File: config.mk
export PLATFORM = sky130hd
export DESIGN_NAME = pin_irq_summary
export DESIGN_NICKNAME = d
export VERILOG_FILES = /design/src/rtl/pin_irq_pkg.sv /design/src/rtl/pin_group_or.sv /design/src/rtl/block_window.sv /design/src/rtl/irq_arm.sv /design/src/rtl/pin_irq_summary.sv
export SDC_FILE = /design/constraint.sdc
export NUM_CORES = 1
export LEC_CHECK = 0
export ABC_AREA = 1
export BUFFER_PORTS_ARGS = -buffer_cell sky130_fd_sc_hd__buf_4
export CAP_MARGIN = 0
export CORE_AREA = 2 2 245 247
export CTS_CLUSTER_SIZE = 8
export DETAILED_ROUTE_END_ITERATION = 10
export DIE_AREA = 0 0 247 249
export SYNTH_ARGS = -nofsm -noshare
export SYNTH_HDL_FRONTEND = slang
export SYNTH_SLANG_ARGS = --single-unit
export TNS_END_PERCENT = 10
File: constraint.sdc
create_clock -name clk_i -period 3.5 [get_ports clk_i]
set_clock_uncertainty 0.15 [all_clocks]
set_input_delay 0 -clock clk_i [delete_from_list [all_inputs] [get_ports clk_i]]
set_output_delay 0 -clock clk_i [all_outputs]
set_load 0.02 [all_outputs]
File: src/rtl/pin_irq_pkg.sv
package pin_irq_pkg;
  localparam logic [1:0] ADDR_SUM_LO = 2'd0;
  localparam logic [1:0] ADDR_SUM_HI = 2'd1;
  localparam logic [1:0] ADDR_CTRL   = 2'd2;
  localparam int CTRL_EN_BIT  = 12;
  localparam int CTRL_EOI_BIT = 13;
  localparam int LEN_W        = 12;

  typedef struct packed {
    logic             blk_en;
    logic [LEN_W-1:0] blk_len;
  } ctrl_t;
endpackage

File: src/rtl/pin_group_or.sv
module pin_group_or #(
  parameter int NUM_PINS = 184,
  parameter int GRP      = 4,
  localparam int NSUM    = NUM_PINS / GRP
) (
  input  logic                clk_i,
  input  logic                rst_ni,
  input  logic [NUM_PINS-1:0] pend_i,
  input  logic                block_i,
  output logic [NSUM-1:0]     sum_o
);
  logic [NSUM-1:0] grp_or;

  for (genvar g = 0; g < NSUM; g++) begin : g_grp
    assign grp_or[g] = |pend_i[g*GRP +: GRP];
  end

  always_ff @(posedge clk_i or negedge rst_ni) begin
    if (!rst_ni)      sum_o <= '0;
    else if (block_i) sum_o <= '0;
    else              sum_o <= grp_or;
  end

  // unblocked pins with no pending flag leave the summary empty
  p_idle_sum_r1: assert property (@(posedge clk_i) disable iff (!rst_ni)
    (pend_i == '0) |=> (sum_o == '0));
endmodule

File: src/rtl/block_window.sv
module block_window #(
  parameter int LEN_W = 12
) (
  input  logic             clk_i,
  input  logic             rst_ni,
  input  logic             en_i,
  input  logic [LEN_W-1:0] len_i,
  input  logic             start_i,
  input  logic             tick_i,
  output logic             active_o
);
  logic [LEN_W-1:0] cnt_q;

  always_ff @(posedge clk_i or negedge rst_ni) begin
    if (!rst_ni)                      cnt_q <= '0;
    else if (start_i && en_i)         cnt_q <= len_i;
    else if (tick_i && cnt_q != '0)   cnt_q <= cnt_q - 1'b1;
  end

  assign active_o = (cnt_q != '0);

  p_start_r7: assert property (@(posedge clk_i) disable iff (!rst_ni)
    (start_i && en_i && len_i != '0) |=> active_o);
  p_no_start_r9: assert property (@(posedge clk_i) disable iff (!rst_ni)
    (!active_o && !(start_i && en_i)) |=> !active_o);
  p_restart_r8: assert property (@(posedge clk_i) disable iff (!rst_ni)
    (start_i && en_i) |=> (cnt_q == $past(len_i)));
endmodule

File: src/rtl/irq_arm.sv
module irq_arm (
  input  logic clk_i,
  input  logic rst_ni,
  input  logic any_i,
  input  logic take_i,
  input  logic eoi_i,
  output logic irq_o
);
  logic armed_q;

  always_ff @(posedge clk_i or negedge rst_ni) begin
    if (!rst_ni)     armed_q <= 1'b1;
    else if (eoi_i)  armed_q <= 1'b1;
    else if (take_i) armed_q <= 1'b0;
  end

  assign irq_o = armed_q & any_i;

  p_take_drop_r4: assert property (@(posedge clk_i) disable iff (!rst_ni)
    (take_i && !eoi_i) |=> !irq_o);
  p_stay_low_r4: assert property (@(posedge clk_i) disable iff (!rst_ni)
    (!armed_q && !eoi_i) |=> !irq_o);
  p_eoi_rearm_r5: assert property (@(posedge clk_i) disable iff (!rst_ni)
    eoi_i |=> armed_q);
endmodule

File: src/rtl/pin_irq_summary.sv
module pin_irq_summary
  import pin_irq_pkg::*;
#(
  parameter int NUM_PINS = 184,
  parameter int GRP      = 4,
  parameter int DATA_W   = 32,
  localparam int NSUM    = NUM_PINS / GRP,
  localparam int EXT_W   = 2 * DATA_W
) (
  input  logic                clk_i,
  input  logic                rst_ni,
  input  logic                ref_tick_i,
  input  logic [NUM_PINS-1:0] pend_i,
  input  logic [NUM_PINS-1:0] irq_en_i,
  input  logic                dbg_wr_i,
  input  logic                wr_i,
  input  logic                rd_i,
  input  logic [1:0]          addr_i,
  input  logic [DATA_W-1:0]   wdata_i,
  output logic [DATA_W-1:0]   rdata_o,
  output logic [NUM_PINS-1:0] irq_en_o,
  output logic                irq_o
);
  ctrl_t           ctrl_q;
  logic            blocking;
  logic [NSUM-1:0] sum;
  logic [EXT_W-1:0] sum_ext;
  logic            ctrl_wr, eoi, take;
  logic            unused_w;

  assign ctrl_wr  = wr_i && (addr_i == ADDR_CTRL);
  assign eoi      = ctrl_wr && wdata_i[CTRL_EOI_BIT];
  assign take     = rd_i && irq_o &&
                    (addr_i == ADDR_SUM_LO || addr_i == ADDR_SUM_HI);
  assign unused_w = ^wdata_i[DATA_W-1:CTRL_EOI_BIT+1];

  always_ff @(posedge clk_i or negedge rst_ni) begin
    if (!rst_ni)      ctrl_q <= '0;
    else if (ctrl_wr) ctrl_q <= ctrl_t'(wdata_i[CTRL_EN_BIT:0]);
  end

  pin_group_or #(.NUM_PINS(NUM_PINS), .GRP(GRP)) u_grp (
    .clk_i, .rst_ni, .pend_i, .block_i(blocking), .sum_o(sum)
  );

  block_window #(.LEN_W(LEN_W)) u_win (
    .clk_i, .rst_ni,
    .en_i(ctrl_q.blk_en), .len_i(ctrl_q.blk_len),
    .start_i(dbg_wr_i), .tick_i(ref_tick_i), .active_o(blocking)
  );

  irq_arm u_arm (
    .clk_i, .rst_ni, .any_i(|sum), .take_i(take), .eoi_i(eoi), .irq_o
  );

  assign sum_ext  = EXT_W'(sum);
  assign irq_en_o = irq_en_i & ~{NUM_PINS{blocking}};

  always_comb begin
    unique case (addr_i)
      ADDR_SUM_LO: rdata_o = sum_ext[DATA_W-1:0];
      ADDR_SUM_HI: rdata_o = sum_ext[EXT_W-1:DATA_W];
      ADDR_CTRL:   rdata_o = DATA_W'(ctrl_q);
      default:     rdata_o = '0;
    endcase
  end

  p_blocked_quiet_r7: assert property (@(posedge clk_i) disable iff (!rst_ni)
    blocking |=> (sum == '0 && !irq_o));
  p_irq_src_r3: assert property (@(posedge clk_i) disable iff (!rst_ni)
    irq_o |-> (sum != '0));
endmodule

After elaboration in Yosys (flattened, before gate mapping) --
Index checks and enable logic that the tools add are counted.
Operators by class: $add $sub $neg 1, equality and inequality tests 2, muxes and demuxes 6, bitwise operators 3, reductions and logical operators 58
Operators by type and width (count):
- $and A184 B184 Y184 | 1
- $not A184 Y184 | 1
- $reduce_or A4 Y1 | 46
- $pmux W32 S3 | 1
- $mux W46 | 1
- $reduce_or A46 Y1 | 1
- $mux W12 | 2
- $reduce_bool A12 Y1 | 1
- $sub A12 B1 Y12 const B | 1
- $logic_and A1 B1 Y1 | 6
- $reduce_bool A2 Y1 | 2
- $eq A2 B1 Y1 const B | 1
- $eq A2 B2 Y1 const B | 1
- $logic_not A2 Y1 | 1
- $mux W1 | 2
- $and A1 B1 Y1 | 1
- $logic_or A1 B1 Y1 | 1
Storage, ports and cells: register bits 72, bits of input ports 408, output and inout port bits 217, word-level logic and storage cells 75

Longest topological paths before layout --
Gate-level depths: netlist of the first run.
depth in word-level cells 6, mapped depth 10, depth with buffers taken out 10

Hierarchy --
From an unflattened synthesis of the first run, not the netlist that was laid out.
Second synthesis, totals: cells, all modules 932, area, all modules 5570.3 um^2
Modules (own cells, without submodules):
- pin_irq_summary | instances 1, cells an instance 588, area each 2570.0 um^2
- pin_group_or | instances 1, cells an instance 189, area each 1998.2 um^2
- block_window | instances 1, cells an instance 148, area each 953.4 um^2
- irq_arm | instances 1, cells an instance 7, area each 48.8 um^2

Worst setup path before layout of the first run --
Ideal clock, no wire load.
kind reg-to-output, from reg u_win.cnt_q[0], to out irq_en_o[0], arrival time 1482 ps, data required time 3350 ps, setup slack 1868 ps, stages on the path, launching flop included 9, cells stage by stage dfrtp_1 -> inv_1 -> ha_1 -> nand2_1 -> nor2_1 -> nand2_2 -> buf_6 -> buf_2 -> nor2_1
On the way: word-level cells in the longest chain between the ends 3
RTL lines:
- start, declared | line block_window.sv:12 | logic [LEN_W-1:0] cnt_q;
- start signal, assigned | line block_window.sv:16 | else if (start_i && en_i) cnt_q <= len_i;
- start signal, assigned | line block_window.sv:17 | else if (tick_i && cnt_q != '0) cnt_q <= cnt_q - 1'b1;
- $reduce_bool A12 Y1 | line block_window.sv:20 | assign active_o = (cnt_q != '0);
- $not A184 Y184 | line pin_irq_summary.sv:57 | assign irq_en_o = irq_en_i & ~{NUM_PINS{blocking}};
- $and A184 B184 Y184 | line pin_irq_summary.sv:57
- end, declared | line pin_irq_summary.sv:21 | output logic [NUM_PINS-1:0] irq_en_o,
Every way passes these cells.

Final worst setup path of the first run --
from reg u_win.cnt_q[8], to out irq_en_o[33]
The elaborated chain is that of the path after synthesis.

==> out/qor.yml, run 1 <==
grt_antenna_before_repair: 7
ant_nets: 0
yosysTopAreaCellShare_pct: 34.9
first_pass_iters: 6
tightest_slew_ns: 0.946
area_delta_synth_final_pct: 133
finalWirelength_um: 31200
cpPeakStageDelay_ns: 0.43
ir_drop_mv: 0.145
gp_congestion: 0.879
cts_resized: 0
fin_hold_ws_ns: -0.0312
ios: 625
place_inst: 2192
drv_cap: 0
slew_viol_final: 0
synthTopCellsByArea: "dfrtp_1 35%, nor2_1 22%, inv_1 16%, nand2_1 6.4%, nor4_1 5.7%"
slew_headroom_pct: 36.9
synth_nets: 1249
swShare_pct: 37.5
grt_pass1_wl_um: 43800
drc: 0
failed_checks: "negative hold slack"
yosys.area.top_type: "dfrtp_1"
instances_no_fill: 2314
fin_crit_sh_pct: 76.2
p_sw_mw: 1.38
cp_cell_sequence: "nor2_2, nand2_1, nor2_1, nand2_8, buf_12, nor2_1, buf_4"
drt-wirelength-per-cell_um: 13.5
path_common_cell: "nor2_1"
die_x_um: 247
drive_above_1_share_pct: 42.2
clockPowerShare_pct: 26.8
wl_met1_um: 11100
cts_tree: "built"
nFillCells: 6601
synth_edf_count: 0
htreeDepth: 3
synthCells: 839
crit_fanout: 102
p_comb_share_pct: 43.3
design_area_um2: 11900
grt_pass1_vias: 7865
rsz0062_at_grt: "no"
die-area_um2: 61500
ys_seq_elements: 72
wl_met3_um: 2780
initial_utilization_pct: 8.68
power_leakage_nw: 6.88
pwr-share-seq_pct: 30.0
first_iter_violations: 234
die_height_um: 249
clkTransAtPathRegs_ns: 0.06
fin_setup_tns_ns: 0
nets: 1945
cp-start-kind: "register"
finalSetupViolCount: 0
slowest_stage: "dfrtp_1"
internal_power_mw: 2.29
top_layer: "met5"
synth_top_flop_cell: "dfrtp_1"
crit_required_ns: 3.35
syn_area_um2: 5090
viasPerCell: 3.34
outcome: "complete, but fails checks"
portBuffers: 606
powerDensity_nw_per_um2: 308
avgSynthCellArea_um2: 6.07
period_minus_slack_ns: 2.67
track_usage_pct: 9.52
clockRootBuffer: "clkbuf_16"
met2_length_um: 16200
gr-total-overflow: 0
rows: 89
hold_viol: 2
dpl.hpwl_um: 26200
synth.distinct_cells: 32
crit_arrival_ns: 2.52
synth-warning-count: 0
post_cts_buffers: 0
crit_path_end_kind: "output pin"
worstSetupPathType: "reg2out"
hp-class: "in2reg"
clk_latency_ns: 0.34
cts_inserted_buffers: 9
cts_sinks: 72
fmax_mhz: 375
grt_max_degree: 103
seq_area_frac_synth_pct: 35.4
regArea_um2: 1800
postCtsHoldBufs: 104
cts_max_path_buffers: 2
vias: 7726
multiInputGateArea_um2: 2320
placed_area_um2: 10500
synth-async-reset-ratio_pct: 100
core_um2: 58700
==> flip-flops by register name, summed over array words and instances (netlist names) <==
name	flops
ctrl_q	13
u_arm.armed_q	1
u_grp.sum_o	46
u_win.cnt_q	12
==> worst paths after layout <==
kind,to,depth (start not counted),slack (ns),startpoint
max,irq_en_o[33],7,0.83,u_win.cnt_q[8]
min,u_grp.sum_o[9],3,-0.03,pend_i[38]
max reg2reg,u_arm.armed_q,8,1.24,u_grp.sum_o[2]
min reg2reg,u_win.cnt_q[0],2,0.37,u_win.cnt_q[0]
max in group asynchronous,u_grp.sum_o[7],2,2.38,rst_ni
min in group asynchronous,ctrl_q[1],2,0.18,rst_ni
==> cell usage after synthesis, types with 3 or more instances <==
| cell | instances |
|---|---|
| nor4_1 | 46 |
| o21ai_0 | 8 |
| nand3_1 | 43 |
| nand3b_1 | 3 |
| buf_2 | 20 |
| nand4_1 | 3 |
| dfrtp_1 | 71 |
| mux2_2 | 12 |
| inv_1 | 216 |
| nor2_1 | 296 |
| clkbuf_1 | 8 |
| nand2_1 | 87 |
==> cell families (layout without fill, tap and decap cells) <==
| group | Yosys count | after routing | share of synthesized area, % |
|---|---|---|---|
| compound gates | 14 | 14 | 1.60 |
| buf+inv | 251 | 952 | 19.4 |
| xor+xnor | 3 | 3 | 0.516 |
| flops | 72 | 72 | 35.4 |
| mux | 12 | 12 | 2.65 |
| fa+ha+maj | 2 | 2 | 0.491 |
| simple gates | 485 | 485 | 40.0 |
| other cells | 0 | 1 | 0 |
==> area by class of cell <==
cell class	instances	area share, %
Antenna cell	1	0.0210
Clock buffer	9	1.89
Clock inverter	7	0.747
Inverter	217	6.85
Multi-Input combinational cell	516	19.5
Sequential cell	72	15.2
Tap cell	773	8.13
Timing Repair Buffer	719	47.7
==> routing by layer <==
layer / GRT usage, % / up-vias
li1: - / 3846
met4: 3.82 / 10
met3: 1.99 / 55
met5: 0 / -
met1: 9.67 / 3388
met2: 18.5 / 427
==> layout by cell type (no fill, tap or decap), types with 2 or more instances in the layout <==
cell type        n
dfrtp_1         71
mux2_2          12
inv_1          216
nor4_1          46
clkinv_4         2
buf_4          613
xor2_1           2
nand3b_1         3
nand2_1         87
inv_8            3
o211ai_1         2
clkbuf_16        9
nand4_1          3
ha_1             2
o21ai_0          8
dlygate4sd3_1  105
nor2_1         296
nand3_1         43
==> per-stage QoR <==
step           hold slack, ns  util [%]  total power, mW  setup WS [ns]
2_1_floorplan          -0.446         -             1.82           1.87
3_3_place_gp           0.0552      17.9             2.62           1.25
3_5_place_dp           0.0673      17.9             2.63           1.24
4_1_cts               0.00551      20.2             3.73          0.856
5_1_grt              0.000210      20.3             3.94          0.701
6_report              -0.0312      20.3             3.67          0.834
==> critical path: cells and delay by family (launching register included) <==
| family | cells | cell delay (ns) |
|---|---|---|
| flops | 1 | 0.43 |
| buf+inv | 2 | 0.53 |
| simple gates | 5 | 1.13 |
==> power by group through the flow <==
stage | logic, mW | clock network, mW | registers, mW
3_5_place_dp | 1.52 | 0 | 1.12
3_3_place_gp | 1.51 | 0 | 1.11
5_1_grt | 1.76 | 1.05 | 1.12
6_report | 1.59 | 0.981 | 1.10
2_1_floorplan | 0.753 | 0 | 1.07
4_1_cts | 1.61 | 1.02 | 1.10
Power figures use the tool's default switching activity.
==> run 2, diff against run 1 <==
CORE_AREA = 2 2 246 248   (was 2 2 245 247)
DIE_AREA = 0 0 248 250   (was 0 0 247 249)
clock period = 2.29 ns   (was 3.5 ns; I/O delays follow)
==> out/qor.yml, run 2 (synthesized netlist as in run 1, its figures left out) <==
outcome: "complete, but fails checks"
failed_checks: "negative hold slack"
die-area_um2: 62000  # +0.81%
cts_sinks: 72  # unchanged
clockRootBuffer: "clkbuf_16"
gr-total-overflow: 0  # unchanged
clk_latency_ns: 0.35  # about the same
fmax_mhz: 455
worstSetupPathType: "reg2out"
dpl.hpwl_um: 26200  # -0.14%
cp-start-kind: "register"
grt_antenna_before_repair: 4  # -3
initial_utilization_pct: 8.55  # -0.13 points
crit_required_ns: 2.14  # -1.21 ns
critical-path-top-delay-family: "simple AND/OR/NAND/NOR gates"
top_regs: "u_grp.sum_o: 46 flops, ctrl_q: 13 flops, u_win.cnt_q: 12 flops"
finalSetupViolCount: 0  # unchanged
ios: 625  # unchanged
hold_viol: 5  # +3
crit_buf_inv: 2  # unchanged
largest_reg_flops: 46  # unchanged
grt_max_degree: 68  # -34%
drive_above_1_share_pct: 43.1  # +0.86 points
nets: 1970  # +1.3%
top_register: "u_grp.sum_o"
portBuffers: 606  # unchanged
ir_drop_mv: 0.435  # +200%
powerDensity_nw_per_um2: 469  # +52%
drc: 0  # unchanged
first_pass_iters: 4  # -2
track_usage_pct: 9.41  # -0.11 points
cts_tree: "built"
fin_crit_sh_pct: 95.9
cpPeakStageDelay_ns: 0.41  # -0.02 ns
slew_headroom_pct: 55.1  # +18 points
first_iter_violations: 322  # +38%
clkTransAtPathRegs_ns: 0.07  # about the same
htreeDepth: 3  # unchanged
ant_nets: 0  # unchanged
period_minus_slack_ns: 2.20
drv_cap: 0  # unchanged
fin_hold_ws_ns: -0.0178  # +0.0134 ns
core_um2: 59600  # +1.5%
design_area_um2: 12200  # +2.3%
vias: 7815  # +1.2%
cp_cell_sequence: "nor2_1, nand2_1, nor2_4, nand2_8, buf_12, nor2_1, buf_4"
die_height_um: 250  # +0.40%
whs_path_depth: 6  # +3
layout_common_cells: "626 x buf_4, 291 x nor2_1, 216 x inv_1"
placed_area_um2: 10600  # +1.1%
cts_inserted_buffers: 9  # unchanged
slowest_stage: "dfrtp_1"
hp-class: "in2reg"
reg2reg_depth: 10  # +2
rows: 90  # +1.1%
cp_num_cells: 7  # unchanged
crit_path_end_kind: "output pin"
path_common_cell: "nor2_1"
final_common_cell: "buf_4"
gp_congestion: 0.869  # -1.1%
total_power_mw: 5.71  # +56%
grt_pass1_wl_um: 42900  # -1.9%
area_delta_synth_final_pct: 139
power_leakage_nw: 7.04  # +2.3%
drt-wirelength-per-cell_um: 13.7  # +1.8%
die_x_um: 248  # +0.40%
crit_fanout: 67  # -34%
finalWirelength_um: 32300  # +3.4%
slew_viol_final: 0  # unchanged
tightest_slew_ns: 0.673  # -0.274 ns
crit_arrival_ns: 2.05  # -0.47 ns
viasPerCell: 3.33  # -0.36%
cts_max_path_buffers: 2  # unchanged
rsz0062_at_grt: "yes"
grt_pass1_vias: 7541  # -4.1%
[run 2: cell count changes in the layout (fill, tap and decap cells not counted), moves of 2 or more]
cell and change:
buf_4 +13, buf_12 +4, clkinv_4 -2, inv_6 +5, nand2_4 +2, dlygate4sd3_1 +6, nor2_1 -5, nor2_4 +2
nor2_2 +3, inv_8 -2
[run 2: metal layers]
layer	part of all wire, %	GRT usage, %	vias to the layer above
met1	38	10.5	3423
li1	-	-	3899
met2	49	17.1	447
met4	3.3	3.82	4
met3	8.7	2.01	42
met5	0.084	0	-
[run 2: worst min-delay path, delay by kind of cell]
family | cells | cell delay (ns)
AND/OR/NAND/NOR | 4 | 0.25
buffers and inverters | 2 | 0.17
[run 2: final timing paths]
path / startpoint / endpoint / slack (ns)
setup / recovery: u_win.cnt_q[4] / irq_en_o[20] / 0.09
hold / removal: dbg_wr_i / u_win.cnt_q[8] / -0.02
setup reg to reg: u_win.cnt_q[4] / u_win.cnt_q[3] / 0.16
hold reg to reg: u_win.cnt_q[0] / u_win.cnt_q[0] / 0.36
max in group asynchronous: rst_ni / ctrl_q[9] / 1.15
min in group asynchronous: rst_ni / u_grp.sum_o[22] / 0.54
[run 2: metrics by stage]
step	setup TNS [ns]	hold WS (ns)	setup WS (ns)	cells	utilization [%]
2_1_floorplan	0	-0.446	0.658	839	-
3_3_place_gp	0	-0.216	0.259	2211	17.9
3_5_place_dp	0	-0.215	0.273	2211	17.9
4_1_cts	0	0.0162	0.00787	2339	20.3
5_1_grt	-0.108	0.0736	-0.0307	2349	20.4
6_report	0	-0.0178	0.0943	2349	20.4
[run 2: what timing repair did]
item	4_1_cts	5_1_grt
pin swaps	0	3
endpoints found under the setup margin	146	158
endpoints found under the hold margin	142	0
resized for setup	2	5
cloned	0	2
buffers inserted	0	6
hold buffers	112	0
[run 2: where the power goes]
part           switching [mW]  internal, mW  leakage (nW)
clock network           0.657         0.771         0.147
logic                    1.36          1.24          5.94
registers               0.197          1.49         0.955
[run 2: final cells by class]
type	instances	area, um2
fill	6712	47400
sequential	72	1800
timing repair buffer	742	5910
tap	782	978
clock buffer	9	225
inverter	217	815
multi-input combinational	518	2360
antenna	2	5.00
clock inverter	7	71.3
